$ cat config.mk
export PLATFORM = sky130hd
export DESIGN_NAME = crypto_pool_alloc
export DESIGN_NICKNAME = d
export VERILOG_FILES = /design/src/rtl/crypto_pool_pkg.sv /design/src/rtl/cpa_regs.sv /design/src/rtl/cpa_split.sv /design/src/rtl/cpa_owner.sv /design/src/rtl/crypto_pool_alloc.sv
export SDC_FILE = /design/constraint.sdc
export NUM_CORES = 1
export LEC_CHECK = 0
export BUFFER_PORTS_ARGS = -buffer_cell sky130_fd_sc_hd__buf_4
export CORE_ASPECT_RATIO = 1.4
export CORE_MARGIN = 2
export CORE_UTILIZATION = 60
export DETAILED_ROUTE_END_ITERATION = 8
export GPL_TIMING_DRIVEN = 0
export PLACE_DENSITY = 0.86
export SYNTH_ARGS = -nofsm -noshare
export SYNTH_HDL_FRONTEND = slang
export SYNTH_HIERARCHICAL = 1
export SYNTH_SLANG_ARGS = --single-unit
$ cat constraint.sdc
create_clock -name clk -period 16 [get_ports clk]
set_input_delay 0.8 -clock clk [delete_from_list [all_inputs] [get_ports clk]]
set_output_delay 0.8 -clock clk [all_outputs]
set_load 0.05 [all_outputs]
$ cat src/rtl/crypto_pool_pkg.sv
// Shared definitions for the crypto core pool allocator.
// Assumes a 32-bit register port; addresses are compared on the low ADDR_W bits.
package crypto_pool_pkg;
    typedef enum logic [1:0] {
        OWN_NONE = 2'd0,
        OWN_RX   = 2'd1,
        OWN_TX   = 2'd2
    } owner_e;

    localparam logic [31:0] ADDR_MODE    = 32'h0000_260C;
    localparam logic [31:0] ADDR_COUNTS  = 32'h0000_2664;
    localparam logic [31:0] MODE_SHARED  = 32'd2;
    localparam logic [31:0] COUNTS_RESET = 32'h0D0F_1C1C;
endpackage

$ cat src/rtl/cpa_regs.sv
// Register file: allocator mode and packed core counts.
// Assumes single-cycle writes; reads are combinational and side-effect free.
module cpa_regs
    import crypto_pool_pkg::*;
#(
    parameter int ADDR_W = 16
) (
    input  logic              clk,
    input  logic              rst_n,
    input  logic              reg_wen,
    input  logic [ADDR_W-1:0] reg_addr,
    input  logic [31:0]       reg_wdata,
    output logic [31:0]       reg_rdata,
    output logic              shared_en,
    output logic [31:0]       count_cfg
);
    localparam logic [ADDR_W-1:0] A_MODE   = ADDR_W'(ADDR_MODE);
    localparam logic [ADDR_W-1:0] A_COUNTS = ADDR_W'(ADDR_COUNTS);

    logic [31:0] mode_q;

    // Capture register writes; reset loads fixed mode and default counts.
    always_ff @(posedge clk) begin
        if (!rst_n) begin
            mode_q    <= '0;
            count_cfg <= COUNTS_RESET;
        end else if (reg_wen) begin
            if (reg_addr == A_MODE)   mode_q    <= reg_wdata;
            if (reg_addr == A_COUNTS) count_cfg <= reg_wdata;
        end
    end

    // Return the addressed register, zero elsewhere.
    always_comb begin
        if (reg_addr == A_MODE)        reg_rdata = mode_q;
        else if (reg_addr == A_COUNTS) reg_rdata = count_cfg;
        else                           reg_rdata = '0;
    end

    assign shared_en = (mode_q == MODE_SHARED);
endmodule

$ cat src/rtl/cpa_split.sv
// Target split: picks the RX and TX core counts for the current traffic.
// Assumes NUM_CORES <= 255 so an 8-bit count can express the whole pool.
module cpa_split #(
    parameter int NUM_CORES = 28,
    localparam int CNT_W    = $clog2(NUM_CORES + 1)
) (
    input  logic             shared_en,
    input  logic [31:0]      count_cfg,
    input  logic             rd_active,
    input  logic             wr_active,
    output logic [CNT_W-1:0] rx_tgt,
    output logic [CNT_W-1:0] tx_tgt
);
    localparam logic [CNT_W-1:0] POOL    = CNT_W'(NUM_CORES);
    localparam logic [CNT_W-1:0] HALF_RX = CNT_W'(NUM_CORES / 2);

    function automatic logic [CNT_W-1:0] clamp(input logic [7:0] c);
        if (c > 8'(NUM_CORES)) return POOL;
        return CNT_W'(c);
    endfunction

    logic [CNT_W-1:0] dual_rx, dual_tx, room;

    // Both-active split: RX first, TX limited to what remains.
    always_comb begin
        dual_rx = clamp(count_cfg[23:16]);
        room    = POOL - dual_rx;
        dual_tx = clamp(count_cfg[31:24]);
        if (dual_tx > room) dual_tx = room;
    end

    // Select the split from the mode and the activity pair.
    always_comb begin
        rx_tgt = '0;
        tx_tgt = '0;
        if (!shared_en) begin
            rx_tgt = HALF_RX;
            tx_tgt = POOL - HALF_RX;
        end else begin
            case ({rd_active, wr_active})
                2'b10:   rx_tgt = clamp(count_cfg[7:0]);
                2'b01:   tx_tgt = clamp(count_cfg[15:8]);
                2'b11: begin
                    rx_tgt = dual_rx;
                    tx_tgt = dual_tx;
                end
                default: ;
            endcase
        end
    end
endmodule

$ cat src/rtl/cpa_owner.sv
// Per-core ownership registers with busy handshake, plus registered counts.
// Assumes rx_tgt + tx_tgt <= NUM_CORES so the two target regions never overlap.
module cpa_owner
    import crypto_pool_pkg::*;
#(
    parameter int NUM_CORES = 28,
    localparam int CNT_W    = $clog2(NUM_CORES + 1)
) (
    input  logic                 clk,
    input  logic                 rst_n,
    input  logic [CNT_W-1:0]     rx_tgt,
    input  logic [CNT_W-1:0]     tx_tgt,
    input  logic [NUM_CORES-1:0] core_busy,
    output logic [NUM_CORES-1:0] rx_own,
    output logic [NUM_CORES-1:0] tx_own,
    output logic [CNT_W-1:0]     rx_count,
    output logic [CNT_W-1:0]     tx_count
);
    localparam logic [CNT_W-1:0] POOL = CNT_W'(NUM_CORES);

    logic [CNT_W-1:0]     tx_base;
    logic [NUM_CORES-1:0] rx_nxt, tx_nxt;

    assign tx_base = POOL - tx_tgt;

    for (genvar i = 0; i < NUM_CORES; i++) begin : g_core
        owner_e cur_q, tgt, nxt;

        // Target owner of this core from the contiguous region layout.
        always_comb begin
            if (CNT_W'(i) < rx_tgt)        tgt = OWN_RX;
            else if (CNT_W'(i) >= tx_base) tgt = OWN_TX;
            else                           tgt = OWN_NONE;
        end

        // Hold a busy owned core on its stream, otherwise follow the target.
        always_comb begin
            if (cur_q != tgt && cur_q != OWN_NONE && core_busy[i]) nxt = cur_q;
            else                                                   nxt = tgt;
        end

        // Ownership state of this core.
        always_ff @(posedge clk) begin
            if (!rst_n) cur_q <= OWN_NONE;
            else        cur_q <= nxt;
        end

        assign rx_nxt[i] = (nxt == OWN_RX);
        assign tx_nxt[i] = (nxt == OWN_TX);
        assign rx_own[i] = (cur_q == OWN_RX);
        assign tx_own[i] = (cur_q == OWN_TX);
    end

    logic [CNT_W-1:0] rx_sum, tx_sum;

    // Population counts of the next ownership vectors.
    always_comb begin
        rx_sum = '0;
        tx_sum = '0;
        for (int k = 0; k < NUM_CORES; k++) begin
            rx_sum = rx_sum + CNT_W'(rx_nxt[k]);
            tx_sum = tx_sum + CNT_W'(tx_nxt[k]);
        end
    end

    // Register the counts alongside the ownership state.
    always_ff @(posedge clk) begin
        if (!rst_n) begin
            rx_count <= '0;
            tx_count <= '0;
        end else begin
            rx_count <= rx_sum;
            tx_count <= tx_sum;
        end
    end
endmodule

$ cat src/rtl/crypto_pool_alloc.sv
// Top: divides a pool of AES cores between the RX and TX streams.
// Assumes activity and busy inputs are synchronous to clk.
module crypto_pool_alloc #(
    parameter int NUM_CORES = 28,
    parameter int ADDR_W    = 16,
    localparam int CNT_W    = $clog2(NUM_CORES + 1)
) (
    input  logic                 clk,
    input  logic                 rst_n,
    input  logic                 reg_wen,
    input  logic [ADDR_W-1:0]    reg_addr,
    input  logic [31:0]          reg_wdata,
    output logic [31:0]          reg_rdata,
    input  logic                 rd_active,
    input  logic                 wr_active,
    input  logic [NUM_CORES-1:0] core_busy,
    output logic [NUM_CORES-1:0] rx_own,
    output logic [NUM_CORES-1:0] tx_own,
    output logic [CNT_W-1:0]     rx_count,
    output logic [CNT_W-1:0]     tx_count
);
    logic             shared_en;
    logic [31:0]      count_cfg;
    logic [CNT_W-1:0] rx_tgt, tx_tgt;

    cpa_regs #(.ADDR_W(ADDR_W)) u_regs (
        .clk       (clk),
        .rst_n     (rst_n),
        .reg_wen   (reg_wen),
        .reg_addr  (reg_addr),
        .reg_wdata (reg_wdata),
        .reg_rdata (reg_rdata),
        .shared_en (shared_en),
        .count_cfg (count_cfg)
    );

    cpa_split #(.NUM_CORES(NUM_CORES)) u_split (
        .shared_en (shared_en),
        .count_cfg (count_cfg),
        .rd_active (rd_active),
        .wr_active (wr_active),
        .rx_tgt    (rx_tgt),
        .tx_tgt    (tx_tgt)
    );

    cpa_owner #(.NUM_CORES(NUM_CORES)) u_owner (
        .clk       (clk),
        .rst_n     (rst_n),
        .rx_tgt    (rx_tgt),
        .tx_tgt    (tx_tgt),
        .core_busy (core_busy),
        .rx_own    (rx_own),
        .tx_own    (tx_own),
        .rx_count  (rx_count),
        .tx_count  (tx_count)
    );
endmodule

==> summary.md, run 1 <==
The root buffer cell chosen for the clock tree is sky130_fd_sc_hd__clkbuf_16. For this run, the post-layout net count is 1367. Setup repair after global routing left no endpoint under its margin. The clock network is responsible for 49.4% of the overall power. The post-CTS setup buffer count is 0, and the placeable core region is 0.0140 mm^2. The die span in x was 105 um. Across the run, the number of max-cap violations was 0. At the pin with the least slew margin, the transition time is 1.13 ns.

For this block, the initial DRC count from the detailed router was 572. The cell type contributing the most total cell area after synthesis is sky130_fd_sc_hd__dfxtp_1. After detailed routing, the average wire length per cell comes to 19.7 um. The floorplan has 51 rows. VDD sags by at most 0.0685 mV. During placement, the flow inserted port buffers numbering 177. For this run, global-route usage on met2 was measured as 65.5%. On the final layout, the worst clock skew is 0.0118 ns. met2 is the most crowded layer. The worst setup path is launched from a flop. TritonCTS built the clock tree.

The final worst-path cycle share came out at 58.2%. Global routing met1 resource utilization: 37.9%. In the routed design, unresolved DRC markers number 0. For this design, the CTS-stage hold fixing added 0 buffers.

Average size of a mapped cell: 8.44 um^2. Share of total power consumed by net switching: 27.5%. The longest individual stage delay on the worst path was 0.57 ns. The H-tree was split into 4 levels. The mapped netlist covers 0.00865 mm^2.

The number of vias per cell is 6.00, and the core utilization of the finished layout is 77.3%. The overall die area was 0.0154 mm^2; the number of buffers on the longest clock path was 2. Across all setup checks in the final design, the least slack found is 6.69 ns. Prior to clock tree synthesis, the placed netlist has a worst setup slack of 6.75 ns. Entering global routing, the biggest net connects 17 pins.

The tools report the internal power consumption as 577 uW. The Yosys step of the flow raised 6 warnings. The switching power total came out at 219 uW. The number of detailed-routing iterations run before antenna repair is 5. The share of flip-flops with an asynchronous set or reset after synthesis is 0%, and the floorplan die height is 146 um.

Capturing element type of the critical path: a flop. The number of global-route vias before repair was 8449; the share of the synthesized area in the top cell type was 30.1%. The prevailing post-synth register cell is sky130_fd_sc_hd__dfxtp_1. STA puts the critical path data required time at 16.29 ns. The weighted congestion at the end of routability-driven global placement came out at 0.975. 179 I/O pins were placed. The share of total power dissipated in sequential elements is 41.6%. The total setup violations reported at the end of the flow is 0, and the number of antenna cells inserted is 0.

The clock slew at the register clock pins of the worst setup and hold paths works out to 0.07 ns. The min-delay analysis places its worst path in the category reg2reg. The shortest period the worst path allows came out at 9.31 ns. The HPWL after detailed placement is 21.8 mm. Global routing consumed, on the met3 layer, 6.47% of the routing resources. First-pass GRT wire length: 43.6 mm.

In this run, distinct cell masters in the synthesized netlist total 83. The number of cells produced by synthesis is 1025, and the number of flip-flops and latches in the synthesized netlist is 130. The share of cells above drive strength 1 is 21.8%, and the proportion of synthesized chip area in sequential cells is 30.1%. Dividing total power by cell area gives a power density of 73.6 mW/mm^2. Combinational logic is responsible for 9.0% of the overall power. The area growth from synthesis to layout is 24.9%.

In this run, synthesis inferred 0 flip-flops with an integrated enable. The worst setup path is of the reg2reg kind. The run gives 107 MHz as the highest achievable clock rate.

In the layout the commonest cells are sky130_fd_sc_hd__buf_4, sky130_fd_sc_hd__nand2_1, sky130_fd_sc_hd__dfxtp_1. The logs give 27.9 mm for the total length of routed wires and 6.69 ns for the register-to-register path setup slack. In this run the static leakage power is 0.00477 uW. For this configuration, the core starts out at a cell density of 61.9%.

The run finished with clean final reports. Total global-route track usage: 36.2%. The count of nets left with antenna violations once routing finished came out at 0. Adding up every negative setup slack in the final design gives 0 ns. The routed layout has 8520 vias. In this run, post-CTS repair resized a total of 0 instances. The number of antenna violations at the first check in global routing is 0, and the top fanout value on the critical path is 8.

For the number of pins with negative max-slew slack in the final report, the log shows 0. The tools report the source-to-sink clock delay at the later pin of the worst-skew pair as 0.43 ns. For the net count after synthesis, the log shows 1171. For this run the aggregate overflow at the end of global routing stands at 0.

The run gives 9.60 ns as the critical path data arrival time. The final count of hold timing violations was 0; the number of buffers created by CTS was 17. Total power: 796 uW.

Ranked by total cell area, the synthesized netlist is headed by sky130_fd_sc_hd__dfxtp_1, sky130_fd_sc_hd__fa_1, sky130_fd_sc_hd__nand2_1. The number of sinks driven by the clock tree is 130, and the tightest hold margin is 0.475 ns. For this design, the slowest cell found on the critical path is sky130_fd_sc_hd__fa_1.

The worst slew margin relative to its limit is 24.7%. The library cell used most frequently in the layout, excluding fill and tap cells, is sky130_fd_sc_hd__buf_4.
## metal layers
metal	wire length, um	vias to the layer above
met1	9510	3975
met5	0	-
met3	1970	122
li1	-	3960
met2	14400	463
met4	2090	0
## Yosys cell counts (5+ instances only)
library cell and count:
sky130_fd_sc_hd__a21boi_0 7, sky130_fd_sc_hd__a21o_1 8, sky130_fd_sc_hd__a21oi_1 70, sky130_fd_sc_hd__a22o_1 32, sky130_fd_sc_hd__a22oi_1 5, sky130_fd_sc_hd__a31oi_1 6, sky130_fd_sc_hd__and2_1 44, sky130_fd_sc_hd__buf_2 15
sky130_fd_sc_hd__buf_4 5, sky130_fd_sc_hd__buf_6 5, sky130_fd_sc_hd__clkbuf_1 25, sky130_fd_sc_hd__dfxtp_1 130, sky130_fd_sc_hd__fa_1 40, sky130_fd_sc_hd__ha_1 25, sky130_fd_sc_hd__inv_1 45, sky130_fd_sc_hd__mux2i_1 54
sky130_fd_sc_hd__nand2_1 174, sky130_fd_sc_hd__nand2b_1 8, sky130_fd_sc_hd__nand3_1 25, sky130_fd_sc_hd__nand4_1 18, sky130_fd_sc_hd__nor2_1 51, sky130_fd_sc_hd__nor2b_1 57, sky130_fd_sc_hd__nor3b_1 5, sky130_fd_sc_hd__nor4_1 8
sky130_fd_sc_hd__o211ai_1 8, sky130_fd_sc_hd__o21a_1 11, sky130_fd_sc_hd__o21ai_0 37, sky130_fd_sc_hd__o31ai_1 15, sky130_fd_sc_hd__xor2_1 9
## path summary, 6_finish.rpt
kind | start | end | depth (start not counted)
min | u_regs/count_cfg[13] | u_regs/count_cfg[13] | 2
max | u_regs/count_cfg[23] | u_owner/tx_count[4] | 35
min reg2reg | u_regs/count_cfg[13] | u_regs/count_cfg[13] | 2
max reg2reg | u_regs/count_cfg[23] | u_owner/tx_count[4] | 35
## critical path: cells and delay by family (launching register included)
family | cells | cell delay [ns]
muxes | 1 | 0.11
adders and majority gates | 11 | 4.48
buffers and inverters | 8 | 1.02
xor gates and xnor gates | 2 | 0.39
and+or+nand+nor | 4 | 0.77
DFF | 1 | 0.35
AOI/OAI and AO/OA | 9 | 2.05
## cell type report
| cell class | instances | area [um^2] |
|---|---|---|
| clock inverter | 15 | 166 |
| buffer | 51 | 267 |
| clock buffer | 17 | 425 |
| inverter | 46 | 173 |
| tap | 185 | 231 |
| multi-input combinational | 798 | 5610 |
| fill | 1039 | 3170 |
| sequential | 130 | 2600 |
| timing repair buffer | 177 | 1330 |
## registers in the layout (all words and copies together) (netlist names)
signal                flops
u_owner/rx_count          5
u_owner/g_core.cur_q     56
u_regs/mode_q            32
u_owner/tx_count          5
u_regs/count_cfg         32
## cells by family after synthesis
kind of cell / after synthesis / share of synthesized area [%]
AO/OA/AOI/OAI: 233 / 18.2
XOR/XNOR: 15 / 1.69
multiplexers: 56 / 6.55
flip-flops: 130 / 30.1
AND/OR/NAND/NOR: 429 / 25.5
buffers and inverters: 97 / 5.08
adder cells (fa/ha/maj): 65 / 12.9
## power groups by stage
| stage | Combinational [uW] | Clock (uW) | Sequential [uW] |
|---|---|---|---|
| after detailed placement | 70.2 | 0 | 339 |
| final | 71.5 | 393 | 331 |
| after global placement | 69.4 | 0 | 338 |
| after floorplan | 33.9 | 0 | 341 |
| after global routing | 75.3 | 410 | 332 |
| after CTS | 70.6 | 394 | 331 |
## metrics by stage
| step | cells | cell area, um^2 |
|---|---|---|
| after floorplan | 1025 | 8650 |
| after global placement | 1387 | 10200 |
| after detailed placement | 1387 | 10200 |
| after CTS | 1419 | 10800 |
| after global routing | 1419 | 10800 |
| final | 1419 | 10800 |
Power figures use the tool's default switching activity.
==> run 2, diff against run 1 <==
ABC_AREA = 1   (was unset)
CORE_UTILIZATION = 52   (was 60)
PLACE_DENSITY = 0.78   (was 0.86)
clock period = 7.5 ns   (was 16 ns; I/O delays follow)
==> run 2 against run 1 <==
The flow now finishes with violations (setup timing). Register-to-register slack got worse by 7.5 ns. First-iteration DRC count down 6.8%. Clock power grew 120%. Combinational power increased by 86%. Clock-buffer cell count up 2. Maximum frequency rose by 13%. Cell area up 18%. Die area grew 28%. Total power increased by 110%. Utilization is 7.8 points lower. Critical path type unchanged.
==> summary.md, run 2 <==
The logs give 30.7% for the total global-route track usage and 17 for the largest net degree at the start of global routing. The die covers 0.0197 mm^2. Share of cells above drive strength 1: 28.6%.

The worst pin sits at a relative slew slack of 44.7%. Power spread over the standard cell area amounts to 133 mW/mm^2. The detailed router finished its first iteration with 533 violations. The launching element type of the critical path is a flop.

Prevailing post-synth register cell: sky130_fd_sc_hd__dfxtp_1. Of all cell types, the one taking the most synthesized area is sky130_fd_sc_hd__dfxtp_1. In the synthesized netlist the async set-or-reset flop fraction comes to 0%. The count of nets after finishing was 1912; the average size of a mapped cell was 6.35 um^2.

After detailed routing, the average wire length per cell comes to 15.2 um. For the proportion of synthesized chip area in sequential cells, the log shows 27.0%. At the placement stage, the worst setup path has a slack of -0.927 ns. Leaving out fill and tap cells, the most frequent cell in the layout is sky130_fd_sc_hd__nand2_1. For this design the total switching power over the nets is 435 uW. Setup repair after global routing could not meet its margin everywhere.

The run gives 0 as the number of buffers inserted for hold repair after clock tree synthesis. Sorting the synthesized cells by area gives the leading types as sky130_fd_sc_hd__dfxtp_1, sky130_fd_sc_hd__nand2_1, sky130_fd_sc_hd__nor2_1. The final reports fail on setup timing. The core region is 0.0184 mm^2. The number of enable flip-flop cells after synthesis works out to 0. The internal power of the cells totals 1260 uW.

For the maximum vdd ir drop, the log shows 0.150 mV. The clock network is responsible for 50.4% of the overall power. At the pin with the least slew margin, the transition time is 0.829 ns. From bottom edge to top edge, the die measures 165 um. For the worst setup slack after layout, the log shows -0.773 ns. In the post-synthesis netlist, the cell with the most instances is sky130_fd_sc_hd__nand2_1. The total setup violations reported at the end of the flow was 10; the number of global-route vias before repair was 10015. The number of detailed-routing iterations run before antenna repair was 8. Number of sinks driven by the clock tree: 130.

The number of distinct library cells after synthesis was 45; the shortest period the worst path allows was 8.27 ns. Net switching is 25.6% of the power. In this run the worst hold path is classified as in2reg. Area added between synthesis and finish: 32.3%.

The run finished, with violations left. Number of buffers on the longest clock path: 2. The number of flip-flops and latches in the synthesized netlist was 130; the post-route clock skew was 0.0129 ns. For the highest achievable clock rate, the log shows 121 MHz. The critical path start-end classification is reg2reg. The antenna violation net count after detailed routing is 0, and the placement row count is 59. In the synthesized netlist, the cells that appear most often are sky130_fd_sc_hd__nand2_1, sky130_fd_sc_hd__nor2_1, sky130_fd_sc_hd__inv_1.

Synthesis produced a netlist whose cell count is 1520. Data on the critical path is required at its endpoint by 7.82 ns. The largest registers in the layout are u_owner/g_core.cur_q x56, u_regs/count_cfg x32, u_regs/mode_q x32. For this run, the number of Yosys warnings is 6. The tools report the final count of hold timing violations as 0. The total length of routed wires was 30.8 mm.

Most frequent cell on the critical path: sky130_fd_sc_hd__nand2_2. After clock tree synthesis, the clock-pin slew on the worst setup and hold paths is 0.07 ns. 0 antenna diodes ended up in the layout. The run gives 0.0114 mm^2 as the cell area after placement. The worst setup path is captured at a flop.

Combinational logic burns 7.9% of the power. The top cell types in the final layout, fill and taps aside, are sky130_fd_sc_hd__nand2_1, sky130_fd_sc_hd__nor2_1, sky130_fd_sc_hd__buf_4. Summing over every cut layer, the via total after detailed routing is 10519. The tools report the portion of total power attributed to sequential cells as 41.7%. The analysis attributes to cell leakage a power of 0.00683 uW. During placement, the flow inserted port buffers numbering 177. The clock tree root driver cell is sky130_fd_sc_hd__clkbuf_16. The run gives 0.00966 mm^2 as the netlist area before placement.

The number of antenna violations at the first check in global routing was 0; the number of vias per cell was 5.20. The run gives 8.59 ns as the critical path data arrival time. TritonCTS built the clock tree. The max-capacitance violation count was 0; the top fanout value on the critical path was 4. The run gives 17 as the number of buffers created by CTS.

With fillers left out, the area of the finished cells amounts to 0.0128 mm^2. At the later pin of the worst-skew pair, clock insertion delay measures 0.43 ns. The placed wire-length estimate is 23.6 mm, and the remaining global-route overflow is 0.

The die is 119 um wide. The effective utilization at floorplan was 52.5%. The final worst-path cycle share was 110%; the longest individual stage delay on the worst path was 0.60 ns. The logs give 0 for the residual DRC count and 47.2 mm for the first-pass GRT wire length. The I/O pin count is 179. The run gives -5.27 ns as the total negative slack for setup checks. The tools report the maximum level of the CTS H-tree as 4. The number of pins with negative max-slew slack in the final report came out at 0. The congestion estimate from routability-driven global placement came to 0.948. The register with the most flip-flops in the layout has 56 of them. The slowest library cell on the worst path was sky130_fd_sc_hd__fa_2. Summed over its instances, the top area cell type makes up 27.0% of the synthesized netlist area. Final hold analysis gives a worst-case slack of 0.180 ns. Counting flops per register, the top entry is u_owner/g_core.cur_q.

The number of nets in the synthesized netlist is 1666.
[run 2: cell types whose count changed after synthesis, moves of 54 or more]
cell / change
sky130_fd_sc_hd__nand2_1: +250
sky130_fd_sc_hd__nor2b_1: -57
sky130_fd_sc_hd__inv_1: +187
sky130_fd_sc_hd__nand3_1: +64
sky130_fd_sc_hd__mux2i_1: -54
sky130_fd_sc_hd__nor2_1: +220
[run 2: final timing paths]
| path | startpoint | to | slack [ns] | cells past startpoint |
|---|---|---|---|---|
| hold / removal | reg_wdata[22] | u_regs/count_cfg[22] | 0.18 | 3 |
| setup / recovery | u_regs/count_cfg[22] | u_owner/rx_count[4] | -0.77 | 49 |
| setup reg to reg | u_regs/count_cfg[22] | u_owner/rx_count[4] | -0.77 | 49 |
| hold reg to reg | u_regs/count_cfg[19] | u_regs/count_cfg[19] | 0.50 | 2 |
[run 2: cell families (layout without fill, tap and decap cells)]
| kind of cell | Yosys count | after routing | synth area share [%] |
|---|---|---|---|
| fa+ha+maj | 65 | 65 | 11.5 |
| buf+inv | 291 | 550 | 12.4 |
| simple gates | 891 | 891 | 40.3 |
| compound gates | 143 | 143 | 8.81 |
| flops | 130 | 130 | 27.0 |
[run 2: timing repair]
item,4_1_cts,5_1_grt
buffers inserted,29,21
endpoints found under the setup margin,10,10
endpoints found under the hold margin,0,0
pin swaps,53,58
resized for setup,71,58
[run 2: area by class of cell]
cell class                      count  area, um^2
Multi-Input combinational cell   1099        6330
Fill cell                        1573        5600
Sequential cell                   130        2620
Timing Repair Buffer              227        1710
Inverter                          249         952
Clock buffer                       19         453
Tap cell                          244         305
Buffer                             42         263
Clock inverter                     13         148
[run 2: critical path, delay by kind of cell, from the launching register on]
| family | cells | cell delay, ns |
|---|---|---|
| adder cells (fa/ha/maj) | 11 | 4.43 |
| buffers and inverters | 9 | 0.67 |
| AO/OA/AOI/OAI | 7 | 0.84 |
| AND/OR/NAND/NOR | 22 | 1.85 |
| flip-flops | 1 | 0.36 |
[run 2: stage by stage]
step	cells	util, %	power (uW)
CTS	2002	67.8	1700
floorplan	1520	-	786
global route	2023	69.5	1740
finish	2023	69.5	1700
detailed placement	1941	62.0	855
global placement	1941	62.0	854
[run 2: layer usage]
| layer | vias up | GRT usage [%] | part of all wire [%] |
|---|---|---|---|
| li1 | 5160 | - | - |
| met1 | 4796 | 29.7 | 35 |
| met2 | 440 | 57.9 | 52 |
| met3 | 123 | 6.08 | 6.0 |
| met4 | 0 | 21.8 | 7.3 |
| met5 | - | 0 | 0 |
[run 2: power by group through the flow]
stage	Sequential [uW]	Combinational [uW]	Clock (uW)
finish	707	133	856
global route	708	142	894
CTS	707	133	864
detailed placement	723	132	0
global placement	722	132	0
floorplan	727	58.4	0
==> run 3, diff against run 2 <==
ABC_AREA = unset   (was 1)
CORE_UTILIZATION = 51   (was 52)
==> run 3 against run 2 <==
The run still ends with setup timing left. Clock skew shrank 0.0030 ns. Combinational power is 17% higher. Worst setup slack worse by 0.49 ns. Register-to-register slack worse by 0.49 ns. Via count decreased by 14%. Critical path type unchanged. Largest cell class unchanged.
==> summary.md, run 3 (synthesis results as in run 1) <==
The maximum vdd ir drop came out at 0.119 mV. The register with the most flip-flops was u_owner/g_core.cur_q. The logs give 0.00598 mm^2 for the area occupied by multi-input gates and -1.66 ns for the setup slack after placement. Number of port buffers: 177. The largest single stage delay on the critical path is 0.41 ns. The top layer used by detailed routing was met4. The smallest clock period supported by the final layout is computed as 8.76 ns.

The worst setup path is captured at a flop. The first detailed-routing pass ran for 6 iterations. For the detailed-routed wire length on met3, the log shows 2.69 mm. Kind of path behind the tightest hold check: in2reg. The first-pass GRT wire length is 46.1 mm, and the die span in x is 114 um. Across the whole layout, storage elements account for 0.00261 mm^2. Setup violations remaining at the end of the flow were counted as 6.

The number of antenna diodes in the final layout is 0. Worst setup slack after layout: -1.26 ns. The area added between synthesis and finish is 38.3%. The weighted congestion at the end of routability-driven global placement was 0.982; the detailed route wirelength on metal2 was 15.7 mm.

The floorplan step set the die height to 158 um. On the final layout, the worst clock skew is 0.00986 ns. The run gives 0.209 ns as the tightest hold margin. The tools report the leakage dissipation as 0.00528 uW. The tools report the largest net degree at the start of global routing as 17.

The cell that appears most often on the critical path is sky130_fd_sc_hd__buf_4. In the final layout, the share of cells above drive strength 1 is 31.0%. The initialized floorplan defines 56 standard-cell rows. For the final count of hold timing violations, the log shows 0.

For this design the top-level I/O count stands at 179. The worst-margin pin slew was 1.26 ns; the mean routed wirelength per cell was 20.6 um. The tools report the residual DRC count as 0.

The tools report the number of buffers created by CTS as 17. In this run the clock root is driven by a sky130_fd_sc_hd__clkbuf_16. The initial utilization of the core area, before any placement, comes to 51.9%. For this run, the top clock speed supported by timing is 114 MHz.

The tools report the placed wire-length estimate as 21.7 mm. The run gives 33.8% as the total global-route track usage. The design draws 1750 uW. Setup repair after global routing could not meet its margin everywhere.

Clock-pin slew was measured on the worst setup and hold paths at 0.07 ns. The final reports fail on setup timing. The number of antenna violations at the first check in global routing was 0. For the remaining global-route overflow, the log shows 0.

After layout, the worst path uses 117% of the clock period. TritonCTS built the clock tree. STA classifies the critical path startpoint as a flop. Leaving out fill and tap cells, the most frequent cell in the layout is sky130_fd_sc_hd__buf_4. At the worst endpoint, the required time is 7.85 ns. The overall die area is 0.0180 mm^2. The tool flagged a number of max-cap violations equal to 0.

The count of nets after finishing came out at 1449. The number of flip-flops in the largest register works out to 56. The number of buffers inserted for hold repair after clock tree synthesis was 0; the starting DRC count in detailed routing was 669. For the met1 routed wirelength after detailed routing, the log shows 10.0 mm. After detailed routing, the number of vias per cell comes to 5.97. For the number of global-route vias before repair, the log shows 8908. The later pin in the worst-skew pair is clocked with a latency of 0.43 ns.

In the final layout, the registers with the most flip-flops are u_owner/g_core.cur_q x56, u_regs/count_cfg x32, u_regs/mode_q x32. The clock passes through at most 2 buffers. In this run the power density over the cells is 146 mW/mm^2. The clock drives 130 sinks. The tools report the antenna violation net count after detailed routing as 0. The run finished, with violations left. The worst pin sits at a relative slew slack of 15.4%.

The critical path start-end classification was reg2reg. The tools report the critical path data arrival time as 9.12 ns. The layout has 1254 filler cells. The slowest library cell on the worst path was sky130_fd_sc_hd__or3_4. Total number of vias: 9059. The top fanout value on the critical path was 5. Leaving out fill and tap cells, the most frequent cells in the layout are sky130_fd_sc_hd__buf_4, sky130_fd_sc_hd__nand2_1, sky130_fd_sc_hd__dfxtp_1.

In this run the standard cell core region covers 0.0167 mm^2. Maximum level of the CTS H-tree: 4. For this block, the routed nets add up to 31.3 mm of wire.

The number of pins with negative max-slew slack in the final report was 0.
run 3: cell types whose count changed in the layout (fill, tap and decap cells not counted), moves of 54 or more:
cell | before | now
sky130_fd_sc_hd__nor2_1 | 259 | 49
sky130_fd_sc_hd__nand3_1 | 85 | 23
sky130_fd_sc_hd__inv_1 | 219 | 40
sky130_fd_sc_hd__nand2_1 | 389 | 173
sky130_fd_sc_hd__nor2b_1 | 0 | 57
sky130_fd_sc_hd__mux2i_1 | 0 | 54
run 3: per-layer routing:
layer,global-route usage (%),vias to the layer above
li1,-,4121
met4,28.8,0
met5,0,-
met2,59.9,541
met3,8.04,177
met1,32.7,4220
run 3: cell type report:
type,count,share of cell area (%)
multi-input combinational,798,50.0
timing repair buffer,260,17.1
buffer,50,2.36
sequential,130,21.8
tap,203,2.12
clock inverter,12,1.44
clock buffer,19,3.78
inverter,46,1.48
run 3: where the power goes:
| group | internal [uW] | leakage [uW] | switching, uW |
|---|---|---|---|
| combinational | 57.0 | 0.00391 | 98.0 |
| clock | 547 | 0.000304 | 343 |
| sequential | 701 | 0.00106 | 7.48 |
| total | 1300 | 0.00528 | 449 |
run 3: path summary, 6_finish.rpt:
check	start	endpoint	slack, ns	cells after the start
hold reg to reg	u_regs/count_cfg[13]	u_regs/count_cfg[13]	0.47	2
hold / removal	reg_wdata[27]	u_regs/count_cfg[27]	0.21	3
setup reg to reg	u_regs/count_cfg[22]	u_owner/g_core[1].cur_q[1]	-1.26	56
setup / recovery	u_regs/count_cfg[22]	u_owner/g_core[1].cur_q[1]	-1.26	56
run 3: per-stage QoR:
step                area (um^2)  instances  TNS [ns]  util (%)
floorplan                  8710       1025     -1.84         -
global placement          10300       1405     -6.53      61.7
detailed placement        10300       1405     -7.01      61.7
CTS                       11700       1501     -3.76      70.0
global route              12000       1518     -6.97      71.8
finish                    12000       1518     -5.76      71.8
run 3: critical path: cells and delay by family, from the launching register on:
| family | cells | cell delay [ns] |
|---|---|---|
| xor gates and xnor gates | 2 | 0.38 |
| buffers and inverters | 40 | 4.87 |
| adders and majority gates | 3 | 0.70 |
| DFF | 1 | 0.32 |
| AOI/OAI and AO/OA | 6 | 1.16 |
| and+or+nand+nor | 4 | 0.89 |
| muxes | 1 | 0.34 |
run 3: timing repair:
action                                  4_1_cts  5_1_grt
buffers inserted                             65       18
gates cloned                                  1        1
endpoints found under the setup margin        5        8
pin swaps                                    35       22
resized for setup                            53       36
